[config.mk]
export PLATFORM = sky130hd
export DESIGN_NAME = wor_duty_timer
export DESIGN_NICKNAME = d
export VERILOG_FILES = /design/src/rtl/wor_timer_pkg.sv /design/src/rtl/wor_len_decode.sv /design/src/rtl/wor_period_counter.sv /design/src/rtl/wor_cycle_ctrl.sv /design/src/rtl/wor_duty_timer.sv
export SDC_FILE = /design/constraint.sdc
export NUM_CORES = 1
export LEC_CHECK = 0
export ABC_AREA = 1
export BUFFER_PORTS_ARGS = -buffer_cell sky130_fd_sc_hd__buf_4
export CAP_MARGIN = 20
export CORE_MARGIN = 4
export CORE_UTILIZATION = 67
export CTS_CLUSTER_DIAMETER = 100
export DETAILED_ROUTE_END_ITERATION = 6
export GPL_TIMING_DRIVEN = 0
export PLACE_DENSITY = 0.86
export SLEW_MARGIN = 20
export SYNTH_ARGS = -nofsm -noshare
export SYNTH_HDL_FRONTEND = slang
export SYNTH_HIERARCHICAL = 1
export SYNTH_SLANG_ARGS = --single-unit
[constraint.sdc]
create_clock -name clk -period 4.4 [get_ports clk]
set_input_delay 0.44 -clock clk [delete_from_list [all_inputs] [get_ports clk]]
set_output_delay 0.44 -clock clk [all_outputs]
set_load 0.1 [all_outputs]
[src/rtl/wor_timer_pkg.sv]
package wor_timer_pkg;
  typedef enum logic [1:0] {
    PH_IDLE   = 2'd0,
    PH_ACTIVE = 2'd1,
    PH_SLEEP  = 2'd2
  } wor_phase_t;
endpackage

[src/rtl/wor_len_decode.sv]
module wor_len_decode #(
  parameter int REG_W    = 8,
  parameter int ACT_W    = 6,
  parameter int SLP_W    = 10,
  parameter int PRE_LOG2 = 5,
  localparam int CNT_W    = SLP_W + PRE_LOG2,
  localparam int SLP_HI_W = SLP_W - REG_W
) (
  input  logic [REG_W-1:0] cfg_lo,
  input  logic [REG_W-1:0] cfg_hi,
  output logic [CNT_W-1:0] act_term,
  output logic [CNT_W-1:0] slp_term
);
  // terminal count = length - 1; the prescale appears as trailing ones
  assign act_term = {{(CNT_W-ACT_W){1'b0}}, cfg_hi[ACT_W-1:0]};
  assign slp_term = {cfg_hi[REG_W-1 -: SLP_HI_W], cfg_lo, {PRE_LOG2{1'b1}}};
endmodule

[src/rtl/wor_period_counter.sv]
module wor_period_counter #(
  parameter int CNT_W = 15
) (
  input  logic             clk,
  input  logic             rst_n,
  input  logic             run,
  input  logic             tick,
  input  logic [CNT_W-1:0] term_in,
  output logic             done
);
  logic             run_q, run_d;
  logic [CNT_W-1:0] cnt_q, cnt_d;
  logic [CNT_W-1:0] term_q, term_d;
  logic             ce;

  assign done = run & run_q & tick & (cnt_q == term_q);
  assign ce   = tick | (run ^ run_q);

  always_comb begin
    run_d  = run;
    cnt_d  = cnt_q;
    term_d = term_q;
    if (!run) begin
      cnt_d  = '0;
      term_d = '0;
    end else if (!run_q || done) begin
      cnt_d  = '0;
      term_d = term_in;
    end else if (tick) begin
      cnt_d = cnt_q + 1'b1;
    end
  end

  always_ff @(posedge clk or negedge rst_n) begin
    if (!rst_n) begin
      run_q  <= 1'b0;
      cnt_q  <= '0;
      term_q <= '0;
    end else if (ce) begin
      run_q  <= run_d;
      cnt_q  <= cnt_d;
      term_q <= term_d;
    end
  end
endmodule

[src/rtl/wor_cycle_ctrl.sv]
module wor_cycle_ctrl
  import wor_timer_pkg::*;
(
  input  logic       clk,
  input  logic       rst_n,
  input  logic       wor_en,
  input  logic       period_done,
  output wor_phase_t phase
);
  wor_phase_t phase_d;

  always_comb begin
    phase_d = phase;
    if (!wor_en) begin
      phase_d = PH_IDLE;
    end else begin
      unique case (phase)
        PH_IDLE:   phase_d = PH_ACTIVE;
        PH_ACTIVE: if (period_done) phase_d = PH_SLEEP;
        PH_SLEEP:  if (period_done) phase_d = PH_ACTIVE;
        default:   phase_d = PH_IDLE;
      endcase
    end
  end

  always_ff @(posedge clk or negedge rst_n) begin
    if (!rst_n) phase <= PH_IDLE;
    else        phase <= phase_d;
  end
endmodule

[src/rtl/wor_duty_timer.sv]
module wor_duty_timer
  import wor_timer_pkg::*;
#(
  parameter int REG_W    = 8,
  parameter int ACT_W    = 6,
  parameter int SLP_W    = 10,
  parameter int PRE_LOG2 = 5,
  localparam int CNT_W   = SLP_W + PRE_LOG2
) (
  input  logic             clk,
  input  logic             rst_n,
  input  logic             lf_tick,
  input  logic             wor_en,
  input  logic             wake_en,
  input  logic             osc_en,
  input  logic             wake_sel,
  input  logic [REG_W-1:0] cfg_lo,
  input  logic [REG_W-1:0] cfg_hi,
  output logic             rx_window,
  output logic             wake_out
);
  logic [CNT_W-1:0] act_term, slp_term;
  logic [CNT_W-1:0] wor_term, wake_term;
  logic             wor_done, wake_done, wake_run;
  logic             wake_q, wake_d;
  wor_phase_t       phase;

  wor_len_decode #(.REG_W(REG_W), .ACT_W(ACT_W), .SLP_W(SLP_W), .PRE_LOG2(PRE_LOG2)) u_dec (
    .cfg_lo(cfg_lo), .cfg_hi(cfg_hi), .act_term(act_term), .slp_term(slp_term));

  // length loaded for the phase about to start
  assign wor_term = (phase == PH_ACTIVE) ? slp_term : act_term;

  wor_period_counter #(.CNT_W(CNT_W)) u_wor_cnt (
    .clk(clk), .rst_n(rst_n), .run(wor_en), .tick(lf_tick),
    .term_in(wor_term), .done(wor_done));

  wor_cycle_ctrl u_ctrl (
    .clk(clk), .rst_n(rst_n), .wor_en(wor_en), .period_done(wor_done), .phase(phase));

  assign rx_window = (phase == PH_ACTIVE);

  assign wake_run  = wake_en & osc_en;
  assign wake_term = wake_sel ? slp_term : act_term;

  wor_period_counter #(.CNT_W(CNT_W)) u_wake_cnt (
    .clk(clk), .rst_n(rst_n), .run(wake_run), .tick(lf_tick),
    .term_in(wake_term), .done(wake_done));

  always_comb begin
    wake_d = wake_q;
    if (!wake_run)      wake_d = 1'b0;
    else if (wake_done) wake_d = 1'b1;
    else if (lf_tick)   wake_d = 1'b0;
  end

  always_ff @(posedge clk or negedge rst_n) begin
    if (!rst_n) wake_q <= 1'b0;
    else        wake_q <= wake_d;
  end

  assign wake_out = wake_q;
endmodule

After elaboration in Yosys (flattened, before gate mapping) --
Index checks and enable logic that the tools add are counted. W data, S select, Z words.
Operators by class: bitwise logic cells 11, equality and inequality tests 11, $add $sub $neg 2, reductions and logical operators 10, muxes and demuxes 19
Operators by type and width (count):
- $mux W15 | 12
- $add A15 B1 Y15 const B | 2
- $eq A15 B15 Y1 | 2
- $reduce_and A2 Y1 | 5
- $ne A3 B3 Y1 const B | 3
- $and A1 B1 Y1 | 7
- $mux W2 | 3
- $ne A3 B2 Y1 const B | 2
- $pmux W2 S3 | 1
- $mux W1 | 3
- $eq A2 B1 Y1 const B | 1
- $eq A2 B2 Y1 const B | 1
- $logic_not A1 Y1 | 2
- $logic_not A2 Y1 | 1
- $logic_or A1 B1 Y1 | 2
- $ne A2 B1 Y1 const B | 1
- $ne A2 B2 Y1 const B | 1
- $or A1 B1 Y1 | 2
- $xor A1 B1 Y1 | 2
Word-level totals: output and inout bits 2, input port bits 23, register bits 65

Logic depth before layout (Yosys ltp) --
Gate-level depths: netlist of run 1.
depth in word-level cells 7, depth in mapped cells 15, gate-level depth less buffers 15

By module --
Netlist of run 1, hierarchy kept.
Modules (own cells, without submodules):
- wor_period_counter | cells an instance 300, area each 2043.2 um^2, times used 2
- wor_duty_timer | cells an instance 106, area each 464.2 um^2, times used 1
- wor_len_decode | cells an instance 32, area each 232.7 um^2, times used 1
- wor_cycle_ctrl | cells an instance 13, area each 93.8 um^2, times used 1

Least setup slack after synthesis of run 1 --
Ideal clock, no wire load.
path kind input to register, from input port wake_en, to register u_wake_cnt.cnt_q[2], stages on the path 15, data required time 4.282 ns, path slack 2.686 ns, library setup time 0.118 ns, arrival time 1.595 ns, cells stage by stage nand2_1 inv_1 ha_1 nand2_1 inv_1 nand2_1 nor2_1 nand2_1 nor2_2 nand2_4 nand3_2 nand2_2 buf_6 nand2_1 o21ai_2
On the way: word-level cells in the longest chain between the ends 7
RTL lines:
- from (decl) | RTL line wor_duty_timer.sv:14 | input logic wake_en,
- $and A1 B1 Y1 (*) | RTL line wor_duty_timer.sv:43 | assign wake_run = wake_en & osc_en;
- net wake_run | RTL line wor_duty_timer.sv:24 | logic wor_done, wake_done, wake_run;
- $and A1 B1 Y1 (3 in series) | RTL line wor_period_counter.sv:16 | assign done = run & run_q & tick & (cnt_q == term_q);
- $logic_or A1 B1 Y1 | RTL line wor_period_counter.sv:26 | end else if (!run_q || done) begin
- $ne A3 B3 Y1 (no line) / $mux W15 (equally long branches)
- $reduce_and A2 Y1 (no line) / $mux W15 (equally long branches)
- to (signal assigned) | RTL line wor_period_counter.sv:41 | cnt_q <= cnt_d;
- to (decl) | RTL line wor_period_counter.sv:12 | logic [CNT_W-1:0] cnt_q, cnt_d;
The timed path passes the listed nets; every way through them passes the cells marked *. A chain may end at the register's enable or synchronous reset.

Final worst setup path of run 1 --
from register u_ctrl.phase[0], to output port rx_window
On the way: word-level cells in the longest chain between the ends 1
RTL lines:
- from (decl) | RTL line wor_cycle_ctrl.sv:8 | output wor_phase_t phase
- from (signal assigned) | RTL line wor_cycle_ctrl.sv:28 | else phase <= phase_d;
- $eq A2 B1 Y1 | RTL line wor_duty_timer.sv:41 | assign rx_window = (phase == PH_ACTIVE);
- to (decl) | RTL line wor_duty_timer.sv:19 | output logic rx_window,
Every way passes these cells.

==> results of run 1 <==
==> cell families after synthesis <==
kind of cell / after synthesis / synth area share, %
AOI/OAI and AO/OA: 34 / 4.566
xor gates and xnor gates: 24 / 4.310
adders and majority gates: 4 / 1.026
buffers and inverters: 149 / 15.52
DFF: 65 / 33.35
other: 2 / 0.1540
and+or+nand+nor: 473 / 41.07
==> sequential cells by signal (all words and copies together), names as in the netlist <==
name	cells
u_wor_cnt/cnt_q	15
u_wake_cnt/term_q	15
u_ctrl/phase	2
wake_out	1
u_wor_cnt/term_q	15
u_wake_cnt/run_q	1
u_wor_cnt/run_q	1
u_wake_cnt/cnt_q	15
==> where the power goes <==
group	leakage [µW]	switching [µW]	internal, µW	total, µW
combinational	0.00188	226	126	352
clock	0.000105	248	335	583
sequential	0.000887	37.0	632	669
==> stage by stage <==
| stage | cells | util [%] | area (µm²) | setup slack, ps |
|---|---|---|---|---|
| global placement | 866 | 73.37 | 5095 | 2403 |
| global route | 882 | 76.67 | 5324 | 2353 |
| detailed placement | 866 | 73.37 | 5095 | 2377 |
| CTS | 882 | 76.67 | 5324 | 2483 |
| finish | 882 | 76.67 | 5324 | 2481 |
| floorplan | 763 | - | 4922 | 2686 |
==> layout make-up <==
type	count	area, µm²	area share (%)
Sequential cell	65	1627	30.55
Clock buffer	10	137.6	2.585
Clock inverter	6	91.34	1.716
Buffer	53	396.6	7.450
Inverter	96	360.3	6.769
Tap cell	96	120.1	2.256
Multi-Input combinational cell	549	2539	47.68
Timing Repair Buffer	7	52.55	0.9871
==> cell usage in the layout (no fill, tap or decap) <==
master | Yosys | final
a21oi_1 | 1 | 1
buf_1 | 2 | 2
buf_2 | 5 | 5
buf_4 | 37 | 44
buf_6 | 7 | 7
bufinv_16 | 0 | 2
clkbuf_1 | 2 | 2
clkbuf_8 | 0 | 10
clkinv_4 | 0 | 1
clkinvlp_4 | 0 | 3
conb_1 | 2 | 14
dfrtp_1 | 65 | 65
ha_1 | 4 | 4
inv_1 | 76 | 76
inv_2 | 20 | 20
nand2_1 | 316 | 316
nand2_2 | 5 | 5
nand2_4 | 4 | 4
nand3_1 | 40 | 40
nand3_2 | 2 | 2
nand3_4 | 2 | 2
nand4_1 | 25 | 25
nor2_1 | 64 | 64
nor2_2 | 4 | 4
nor2_4 | 1 | 1
nor3_1 | 8 | 8
nor4_1 | 2 | 2
o21ai_0 | 4 | 4
o21ai_1 | 15 | 15
o21ai_2 | 14 | 14
xor2_1 | 24 | 24
==> critical path: cells and delay by family (launching register included) <==
family | cells | cell delay, ps
simple gates | 1 | 170
flops | 1 | 430
buf+inv | 3 | 530
==> worst paths after layout <==
kind / from / to / cells after the start
worst max-delay path: u_ctrl/phase[0] / rx_window / 4
worst min-delay path: rst_n / u_wake_cnt/cnt_q[6] / 1
worst max register to register: u_wake_cnt/run_q / u_wake_cnt/cnt_q[7] / 13
worst min register to register: u_wor_cnt/term_q[0] / u_wor_cnt/term_q[0] / 2
max in group asynchronous: rst_n / u_wor_cnt/term_q[6] / 1
min in group clk: osc_en / wake_out / 3
==> metal layers <==
metal / vias up / wire (µm) / GRT usage (%)
met5: - / 0 / 0
met4: 0 / 182 / 8.669
met3: 17 / 707 / 4.747
met2: 152 / 5024 / 42.23
met1: 2073 / 5417 / 41.61
li1: 2318 / - / -
==> reports/qor.yml, run 1 <==
cp.arrival_ps: 1480
synth_top_area_share_pct: 33.35
dieHeight_um: 93.32
holdBufCountCts: 0
avgSynthCellArea_um2: 6.494
viasPerCell: 5.170
grt.total_usage_pct: 28.20
cts_tree: "built"
ios: 25
drt_wl_total_um: 11330
post-cts-setup-buffers: 0
hold_slack_ps: 190.0
clock_skew_ps: 13.71
ir_drop_uv: 167.4
htree_levels: 3
cts_buffer_depth: 2
total_leakage_power_uw: 0.002870
clk_latency_ps: 350
cp-end-kind: "primary output"
diodes: 0
status: "complete, no violations"
gp_congestion: 0.9134
yosysSeqAreaShare_pct: 33.35
die-width_um: 93.32
yosysMostFrequentCell: "nand2_1"
path_class: "reg -> out"
area_delta_synth_final_pct: 9.159
hold_path_class: "in -> async"
yosys-top-cells-area: "dfrtp_1 33%, nand2_1 24%, inv_1 5.8%"
syn_area_mm2: 0.004877
path_cells: "inv_2 > nor2_4 > buf_6 > buf_4"
rsz0062_at_grt: "false"
slew-limit-headroom_pct: 45.49
port_buffers: 7
fmax_mhz: 521.2
synth_edf_count: 0
clk_pin_slew_ps: 80
min_period_ps: 1919
ys_ff_latch: 65
hold_viol_final: 0
drive_above_1_share_pct: 15.78
rows: 30
fillers: 552
maxCapViolations: 0
dieArea_mm2: 0.008709
period_share_pct: 43.61
finalSetupViolCount: 0
nets: 808
ys_warn_count: 6
grt_pass1_vias: 4264
place_hpwl_um: 8502
tightest_slew_ps: 817.7
ys_types: 27
dr.pass1.iters: 6
total_power_uw: 1604
tns_ps: 0
async_flop_share_pct: 100.0
ys_top_cells_by_count: "316 x nand2_1, 76 x inv_1, 65 x dfrtp_1"
r2r_slack_ps: 2520
cp-start-kind: "flip-flop"
grt_overflow_total: 0
ys.flop_type: "dfrtp_1"
max_stage_delay_ps: 430
antenna_found_initial: 0
syn-instance-count: 751
drt-wirelength-per-cell_um: 12.85
slew_violations: 0
core_area_mm2: 0.006944
cts_buffers: 9
cts_resized: 0
start_util_pct: 70.23
yosysTopAreaCell: "dfrtp_1"
required_ps: 3960
cts_sinks: 65
cpMaxStageDelayCell: "dfrtp_1"
crit_path_max_fanout: 10
drc: 0
drt_iter0_markers: 349
cts_root_buffer: "clkbuf_8"
grt_max_degree: 66
powerDensity_mw_per_mm2: 301.3
vias: 4560
ant_nets: 0
grt_pass1_wl_um: 19680
Note: power is estimated with default switching activity, not from simulation.
==> run 2, diff against run 1 <==
Settings changed: CORE_UTILIZATION 67 to 62, PLACE_DENSITY 0.86 to 0.81.
Clock period 4.4 ns to 1.95 ns, I/O delays scaled along.
==> run 2 against run 1 <==
Net effect:
- hold slack lost 73 ps
- combinational power up 130%
- sequential power grew 130%
- sequential share of layout area grew 0.16 points
- critical path depth grew 9
- core utilization is 7.8 points lower
- flip-flop and latch count unchanged
- highest routed layer unchanged
==> reports/qor.yml, run 2 (same netlist as run 1, synthesis figures left out) <==
diodes: 0  # unchanged
fmax_mhz: 551.7
seq_power_share_pct: 46.3  # was 41.7%
cts_sinks: 65  # unchanged
gp_congestion: 0.8979  # was 0.9134
grt_max_degree: 66  # unchanged
clock_skew_ps: 13.69  # was 13.71 ps
grt_overflow_total: 0  # unchanged
drt-wirelength-per-cell_um: 12.48  # was 12.85 µm
hold_viol_final: 0  # unchanged
reg2reg_depth: 13  # unchanged
core_area_mm2: 0.007687  # was 0.006944 mm²
port_buffers: 7  # unchanged
total_power_uw: 3249  # was 1604 µW
power.internal_uw: 2161  # was 1093 µW
maxCapViolations: 0  # unchanged
ios: 25  # unchanged
drt_wl_total_um: 11120  # was 11,330 µm
tightest_slew_ps: 833.3  # was 817.7 ps
cp.arrival_ps: 2050  # was 1480 ps
cp-startpoint: "u_wake_cnt/run_q"  # was u_ctrl/phase[0]
post-route-cell-area_mm2: 0.005296  # was 0.005324 mm²
dr.pass1.iters: 5  # was 6
clk_pin_slew_ps: 70  # was 80 ps
drc: 0  # unchanged
cts_tree: "built"  # unchanged
powerDensity_mw_per_mm2: 613.4  # was 301.3 mW/mm²
place_hpwl_um: 8717  # was 8502 µm
cp-end-kind: "flip-flop"  # was primary output
finalSetupViolCount: 0  # unchanged
fillers: 693  # was 552
required_ps: 2190  # was 3960 ps
grt_pass1_wl_um: 19150  # was 19,680 µm
r2r_slack_ps: 140  # was 2520 ps
rows: 32  # was 30
cp-start-kind: "flip-flop"  # unchanged
dieHeight_um: 96.69  # was 93.32 µm
ir_drop_uv: 340.9  # was 167.4 µV
htree_levels: 3  # unchanged
cts_buffers: 9  # unchanged
r2r-start: "u_wake_cnt/run_q"  # unchanged
tns_ps: 0  # unchanged
vias: 4501  # was 4,560
swShare_pct: 33.48  # was 31.84%
endpoint: "u_wake_cnt/cnt_q[6]"  # was rx_window
grt.total_usage_pct: 24.91  # was 28.20%
min_period_ps: 1813
final_common_cell: "nand2_1"  # unchanged
viasPerCell: 5.052  # was 5.170
slew-limit-headroom_pct: 44.44  # was 45.49%
whs_path_depth: 3
clock_power_share_pct: 29.0  # was 36.4%
cts_root_buffer: "clkbuf_8"  # unchanged
grt_pass1_vias: 4085  # was 4,264
clk_latency_ps: 340  # was 350 ps
hold_path_class: "in -> reg"  # was in -> async
nets: 813  # was 808
dieArea_mm2: 0.009349  # was 0.008709 mm²
path_class: "reg -> reg"  # was reg -> out
area_delta_synth_final_pct: 8.594  # was 9.159%
ant_nets: 0  # unchanged
period_share_pct: 92.95
cts_buffer_depth: 2  # unchanged
start_util_pct: 63.44  # was 70.23%
switchingPower_uw: 1088  # was 510.7 µW
die-width_um: 96.69  # was 93.32 µm
hold_slack_ps: 116.8  # was 190.0 ps
drt_iter0_markers: 218  # was 349
antenna_found_initial: 0  # unchanged
reg2reg_to: "u_wake_cnt/cnt_q[6]"  # was u_wake_cnt/cnt_q[7]
total_leakage_power_uw: 0.002865  # was 0.002870 µW
drive_above_1_share_pct: 16.22  # was 15.78%
slew_violations: 0  # unchanged
status: "complete, no violations"  # unchanged
power_frac_comb_pct: 24.7  # was 21.9%
crit_path_max_fanout: 10  # unchanged
final_cell_mix: "316 x nand2_1, 75 x inv_1, 65 x dfrtp_1, 63 x nor2_1, 48 x buf_4"  # was 316 x nand2_1, 76 x inv_1, 65 x dfrtp_1, 64 x nor2_1, 44 x buf_4
post_dp_cell_area_mm2: 0.005102  # was 0.005095 mm²
## run 2: metrics by stage
stage               util [%]  cells  worst slack [ps]
finish                 68.90    891             137.4
global route           68.90    891            -8.550
CTS                    68.46    887             93.87
detailed placement     66.37    872             123.9
global placement       66.37    872             164.3
floorplan                  -    763             382.2
## run 2: final cells by class
class,instances,area [µm²],area share (%)
flip-flops and latches,65,1627,30.71
well taps,102,127.6,2.410
plain buffers,53,397.9,7.512
clock inverters,4,22.52,0.4252
clock buffers,10,127.6,2.410
inverters,96,360.3,6.804
multi-input cells,549,2541,47.98
repair buffers,12,92.59,1.748
## run 2: power by group through the flow
| stage | Combinational [µW] | Clock, µW | Sequential [µW] |
|---|---|---|---|
| 2_1_floorplan | 611 | 0 | 1500 |
| 3_3_place_gp | 766 | 0 | 1530 |
| 3_5_place_dp | 781 | 0 | 1530 |
| 4_1_cts | 785 | 972 | 1500 |
| 5_1_grt | 909 | 1050 | 1520 |
| 6_report | 802 | 941 | 1510 |
## run 2: worst max-delay path: stages (launching register included)
cell and delay, ps:
dfrtp_1 410, ha_1 180, nand2_1 60, inv_2 80
nand2_1 50, nor2_1 90, nand2_1 60, nor2_2 130
nand2_4 130, nand3_2 90, nand2_2 120, buf_6 170
nand2_1 80, o21ai_2 50
## run 2: worst min path at each step
stage	from	slack [ps]	endpoint
after floorplan	rst_n	-100	u_ctrl/phase[0]
after global placement	rst_n	340	u_wake_cnt/cnt_q[8]
after detailed placement	rst_n	350	u_wake_cnt/cnt_q[9]
after CTS	osc_en	100	wake_out
after global routing	osc_en	120	wake_out
final	osc_en	120	wake_out
## run 2: routing by layer
layer | wire (µm) | GRT usage, % | part of all wire (%) | vias up
met2 | 4710 | 36.84 | 42 | 110
met1 | 5720 | 37.78 | 51 | 2057
li1 | - | - | - | 2326
met3 | 581 | 4.614 | 5.2 | 8
met4 | 110 | 5.724 | 0.99 | 0
met5 | 0 | 0 | 0 | -
## run 2: what timing repair did
item,in CTS,in global routing
setup endpoints to repair,0,44
setup buffers,0,4
hold buffers,1,0
resized for setup,0,4
hold endpoints to repair,65,0
